**config.mk**
```make
export PLATFORM = sky130hd
export DESIGN_NAME = ppfc_reg
export DESIGN_NICKNAME = d
export VERILOG_FILES = /design/src/rtl/ppfc_pkg.sv /design/src/rtl/ppfc_ctrl.sv /design/src/rtl/ppfc_datapath.sv /design/src/rtl/ppfc_reg.sv
export SDC_FILE = /design/constraint.sdc
export NUM_CORES = 1
export LEC_CHECK = 0
export CORE_MARGIN = 5
export CORE_UTILIZATION = 33
export CTS_BUF_LIST = sky130_fd_sc_hd__clkbuf_8
export DETAILED_ROUTE_END_ITERATION = 8
export PLACE_DENSITY_LB_ADDON = 0.1
export SLEW_MARGIN = 10
export SYNTH_ARGS = -nofsm -noshare
export SYNTH_HDL_FRONTEND = slang
export SYNTH_HIERARCHICAL = 1
export SYNTH_SLANG_ARGS = --single-unit
```
**constraint.sdc**
```tcl
create_clock -name clk -period 0.9 [get_ports clk]
set_input_delay 0.135 -clock clk [delete_from_list [all_inputs] [get_ports clk]]
set_output_delay 0.135 -clock clk [all_outputs]
set_load 0.01 [all_outputs]
```
**src/rtl/ppfc_pkg.sv**
```systemverilog
package ppfc_pkg;

  typedef enum logic [2:0] {
    MODE_STD   = 3'd0,
    MODE_BIDIR = 3'd1,
    MODE_FAST  = 3'd2,
    MODE_ECP   = 3'd3,
    MODE_TEST  = 3'd4,
    MODE_EMUL  = 3'd5
  } ppfc_mode_e;

  // strobes from control to datapath
  typedef struct packed {
    logic cfgWr;   // load width, mode and threshold fields
    logic enSet;   // DMA enable goes to 1
    logic enClr;   // DMA enable goes to 0
    logic reqSet;  // enable edge 0 -> 1 accepted
  } ppfc_strobe_t;

  localparam int NUM_PULSE = 2;
  localparam int NUM_THR   = 4;

  function automatic ppfc_mode_e decodeMode(input logic hi, input logic [1:0] sel);
    ppfc_mode_e m;
    if (hi) m = sel[0] ? MODE_EMUL : MODE_TEST;
    else begin
      case (sel)
        2'd0:    m = MODE_STD;
        2'd1:    m = MODE_BIDIR;
        2'd2:    m = MODE_FAST;
        default: m = MODE_ECP;
      endcase
    end
    return m;
  endfunction

endpackage

```
**src/rtl/ppfc_ctrl.sv**
```systemverilog
module ppfc_ctrl
  import ppfc_pkg::*;
(
  input  logic                 clk,
  input  logic                 rstN,
  input  logic                 wrEn,
  input  logic [2:0]           wrLow,
  input  logic                 dmaTc,
  input  logic                 dmaAck,
  input  logic                 dmaEnNow,
  output ppfc_strobe_t         strb,
  output logic                 dmaReq,
  output logic [NUM_PULSE-1:0] rstPulse
);

  always_comb begin
    strb.cfgWr  = wrEn;
    strb.enSet  = wrEn && wrLow[0] && !dmaTc;
    strb.enClr  = dmaTc || (wrEn && !wrLow[0]);
    strb.reqSet = wrEn && wrLow[0] && !dmaTc && !dmaEnNow;
  end

  always_ff @(posedge clk) begin
    if (!rstN)            dmaReq <= 1'b0;
    else if (strb.reqSet) dmaReq <= 1'b1;
    else if (dmaAck)      dmaReq <= 1'b0;
  end

  // self-clearing reset strobes, one per write bit 1..NUM_PULSE
  for (genvar p = 0; p < NUM_PULSE; p++) begin : g_pulse
    always_ff @(posedge clk) begin
      if (!rstN) rstPulse[p] <= 1'b0;
      else       rstPulse[p] <= wrEn && wrLow[p+1];
    end
  end

endmodule

```
**src/rtl/ppfc_datapath.sv**
```systemverilog
module ppfc_datapath
  import ppfc_pkg::*;
#(
  parameter int LVL_W = 5,
  parameter int TH_L0 = 1,
  parameter int TH_L1 = 4,
  parameter int TH_L2 = 8,
  parameter int TH_L3 = 14
) (
  input  logic          clk,
  input  logic          rstN,
  input  ppfc_strobe_t  strb,
  input  logic [7:3]    wrHigh,
  input  logic          ierBit1,
  input  logic [LVL_W-1:0] fifoLevel,
  input  logic          reverseDir,
  output logic          dmaEn,
  output logic          wideAccess,
  output logic [2:0]    opMode,
  output logic          dataAvailIrq,
  output logic [7:0]    rdData
);

  localparam int TH_TAB [NUM_THR] = '{TH_L0, TH_L1, TH_L2, TH_L3};

  logic [1:0] modeSel;
  logic [1:0] thrSel;
  logic [NUM_THR-1:0] thrHit;

  always_ff @(posedge clk) begin
    if (!rstN)           dmaEn <= 1'b0;
    else if (strb.enClr) dmaEn <= 1'b0;
    else if (strb.enSet) dmaEn <= 1'b1;
  end

  always_ff @(posedge clk) begin
    if (!rstN) begin
      wideAccess <= 1'b0;
      modeSel    <= 2'd0;
      thrSel     <= 2'd0;
    end else if (strb.cfgWr) begin
      wideAccess <= wrHigh[3];
      modeSel    <= wrHigh[5:4];
      thrSel     <= wrHigh[7:6];
    end
  end

  for (genvar t = 0; t < NUM_THR; t++) begin : g_thr
    assign thrHit[t] = (fifoLevel >= LVL_W'(TH_TAB[t]));
  end

  always_comb begin
    opMode       = decodeMode(ierBit1, modeSel);
    dataAvailIrq = reverseDir && thrHit[thrSel];
    rdData       = {thrSel, modeSel, wideAccess, 2'b00, dmaEn};
  end

endmodule

```
**src/rtl/ppfc_reg.sv**
```systemverilog
module ppfc_reg
  import ppfc_pkg::*;
#(
  parameter int FIFO_DEPTH = 16,
  parameter int LVL_W      = $clog2(FIFO_DEPTH + 1),
  parameter int TH_L0      = 1,
  parameter int TH_L1      = 4,
  parameter int TH_L2      = 8,
  parameter int TH_L3      = 14
) (
  input  logic             clk,
  input  logic             rstN,
  input  logic             wrEn,
  input  logic [7:0]       wrData,
  output logic [7:0]       rdData,
  input  logic             ierBit1,
  input  logic             dmaAck,
  input  logic             dmaTc,
  output logic             dmaReq,
  output logic             fifoRstPulse,
  output logic             devRstPulse,
  output logic             wideAccess,
  output logic [2:0]       opMode,
  input  logic [LVL_W-1:0] fifoLevel,
  input  logic             reverseDir,
  output logic             dataAvailIrq
);

  ppfc_strobe_t         strb;
  logic                 dmaEn;
  logic [NUM_PULSE-1:0] rstPulse;

  ppfc_ctrl u_ctrl (
    .clk      (clk),
    .rstN     (rstN),
    .wrEn     (wrEn),
    .wrLow    (wrData[2:0]),
    .dmaTc    (dmaTc),
    .dmaAck   (dmaAck),
    .dmaEnNow (dmaEn),
    .strb     (strb),
    .dmaReq   (dmaReq),
    .rstPulse (rstPulse)
  );

  ppfc_datapath #(
    .LVL_W (LVL_W),
    .TH_L0 (TH_L0),
    .TH_L1 (TH_L1),
    .TH_L2 (TH_L2),
    .TH_L3 (TH_L3)
  ) u_dp (
    .clk          (clk),
    .rstN         (rstN),
    .strb         (strb),
    .wrHigh       (wrData[7:3]),
    .ierBit1      (ierBit1),
    .fifoLevel    (fifoLevel),
    .reverseDir   (reverseDir),
    .dmaEn        (dmaEn),
    .wideAccess   (wideAccess),
    .opMode       (opMode),
    .dataAvailIrq (dataAvailIrq),
    .rdData       (rdData)
  );

  assign fifoRstPulse = rstPulse[0];
  assign devRstPulse  = rstPulse[1];

endmodule

```
==> metrics.txt <==
status finished, violations left; violated checks setup timing; Synth Area in Adders 0; vias in the first global route 396; critical path type reg2out; Net Sw Frac 0.233; fin crit share 1.36; post-synthesis xor/xnor area fraction 0; Detailed Place HPWL 892 µm; H-tree level count 1; hold-fix buffers at CTS 0; register area 189 µm²; pwr dens 1470 mW/mm²; post-synthesis mux area share 0.112; Mean Syn Cell Area 9.53 µm²; area leader, netlist dfxtp_1; gpl congestion 0.622; share of the synthesized area in the top cell type 0.402; Crit. End Element output pin; final WL 1130 µm; ANT cells 0; sequential-to-total area share from yosys stat 0.402; worst-skew pair later-pin latency 0.23 ns; top_reg_cell synth dfxtp_1; Starting Density 0.349; clock tree buffer depth 2; multi-input logic area 210 µm²; GRT Util Overall 0.102; Initial DRC Count 1; IR drop worst, VDD 0.802 mV; DRC 0; Final Hold Viols 0; per-cell routed wire length 11.9 µm; clock share of power 0.419; die width 46.8 µm; Root Driver clkbuf_8; Layout Cells excl Fill 95; most frequent cell after synthesis dfxtp_1; Post-Synth Simple-Gate Area 0.254; fin crit period 1.22 ns; internal power 850 µW; critical path's slowest cell dfxtp_4; initial antenna violation count 0; DR vias/cell 4.49; Worst setup SP type flop; final setup margin -0.323 ns; vias 427; num rows 13; Gate Count Post-Synth 47; CP Cell Sequence inv_2 -> o311a_1 -> buf_2; full die area 0.00219 mm²; Max FO, Critical Path 4; RSZ-0062 raised after global routing yes; synth cell count leaders dfxtp_1, nor2b_1, buf_4; post-CTS setup buffers 0; Finish-stage setup viols 3; number of synthesized flops with an enable pin 0; Ys Warns 6; synthesized flop and latch total 9; dpl ws -0.793 ns; f_max 0.818 GHz; I/O Pins 36; CTS Buf Count 3; post_cts resized 67; Leakage 0.000369 µW; Slew Viols, Final 0; share of cells above drive strength 1 0.388; GRT overflow 0; share of flip-flops with an asynchronous set or reset 0; Netlist cell types 19; synth top area cells dfxtp_1, mux2i_1, buf_4; Core Footprint 0.00128 mm²; largest net degree at the start of global routing 10; Crit path largest cell delay 0.36 ns; Die H 46.8 µm; FILL cells 142; CTS Sinks 9; post-layout util 0.588; Placed Cells 91; IO buf count 33; worst min path class in2reg; clock slew at reported path FFs 0.05 ns; Psw 258 µW; CTS tree done; Gate power share 0.190; worst clock skew 0.0000416 ns; DRT Pass-1 Iters 2; Synth Area in Compound Gates 0.0866; Post-Syn Area 448 µm²; Worst EP required 0.76 ns; first-pass GRT wire length 1550 µm; Detail Route Antenna Nets 0; Worst EP arrival 1.09 ns; max capacitance violation total 0; Flop pwr share 0.391; Final nets 101; main combinational cell family by area after synthesis simple AND/OR/NAND/NOR gates; P&R area growth vs syn 68.7%
final cells by class:
cell class	instances	share of cell area
Clock buffer	3	0.0546
Clock inverter	1	0.00497
Inverter	2	0.00993
Multi-Input combinational cell	29	0.278
Sequential cell	9	0.250
Tap cell	15	0.0248
Timing Repair Buffer	36	0.377
power groups by stage:
stage	Combinational [µW]	Sequential, µW	Clock [µW]
2_1_floorplan	85.1	447	0
4_1_cts	216	433	484
6_report	210	433	465
3_5_place_dp	247	439	0
5_1_grt	226	436	502
3_3_place_gp	243	439	0
flip-flops by register name, summed over array words and instances (netlist names):
name             count
u_ctrl/dmaReq        1
u_ctrl/rstPulse      2
u_dp/dmaEn           1
u_dp/modeSel         2
u_dp/thrSel          2
u_dp/wideAccess      1
cells in the final DEF (no fill, tap or decap), types with 3 or more instances in the layout:
cell             netlist  final
nor2b_1                7      7
mux2i_1                5      5
clkdlybuf4s50_1        0     13
dfxtp_2                0      4
dfxtp_1                9      4
buf_2                  1     13
dlygate4sd2_1          0      6
nor2_1                 3      3
clkbuf_8               0      3
worst max-delay path, delay by kind of cell, from the launching register on:
| family | cells | cell delay, ns |
|---|---|---|
| flip-flops | 1 | 0.36 |
| AO/OA/AOI/OAI | 1 | 0.32 |
| buffers and inverters | 2 | 0.17 |
kinds of logic (layout without fill, tap and decap cells):
kind of cell | after synthesis | after routing
AO/OA/AOI/OAI | 5 | 5
buffers and inverters | 10 | 42
flip-flops | 9 | 9
multiplexers | 5 | 5
other | 1 | 2
AND/OR/NAND/NOR | 17 | 17
worst paths after layout:
path,from,end,slack (ns),cells after the start
setup / recovery,u_dp/thrSel[1],dataAvailIrq,-0.32,3
hold / removal,wrEn,u_dp/dmaEn,0.40,3
setup reg to reg,u_dp/dmaEn,u_ctrl/dmaReq,0.07,2
hold reg to reg,u_dp/dmaEn,u_dp/dmaEn,0.50,2
layer usage:
layer,global-route usage,wire (µm)
met5,0,0
met4,0.0663,6
met3,0.0383,195
met2,0.171,484
met1,0.106,445
through the flow:
stage               hold WS, ns  setup TNS, ns  cell area [µm²]  total power (µW)
CTS                       0.398         -0.384              768              1130
global route              0.419         -0.469              756              1160
finish                    0.402         -0.360              756              1110
floorplan                 0.253              0              457               532
global placement          0.500          -5.04              774               682
detailed placement        0.502          -5.10              774               685
No activity file was read; power rests on OpenSTA's default activity.
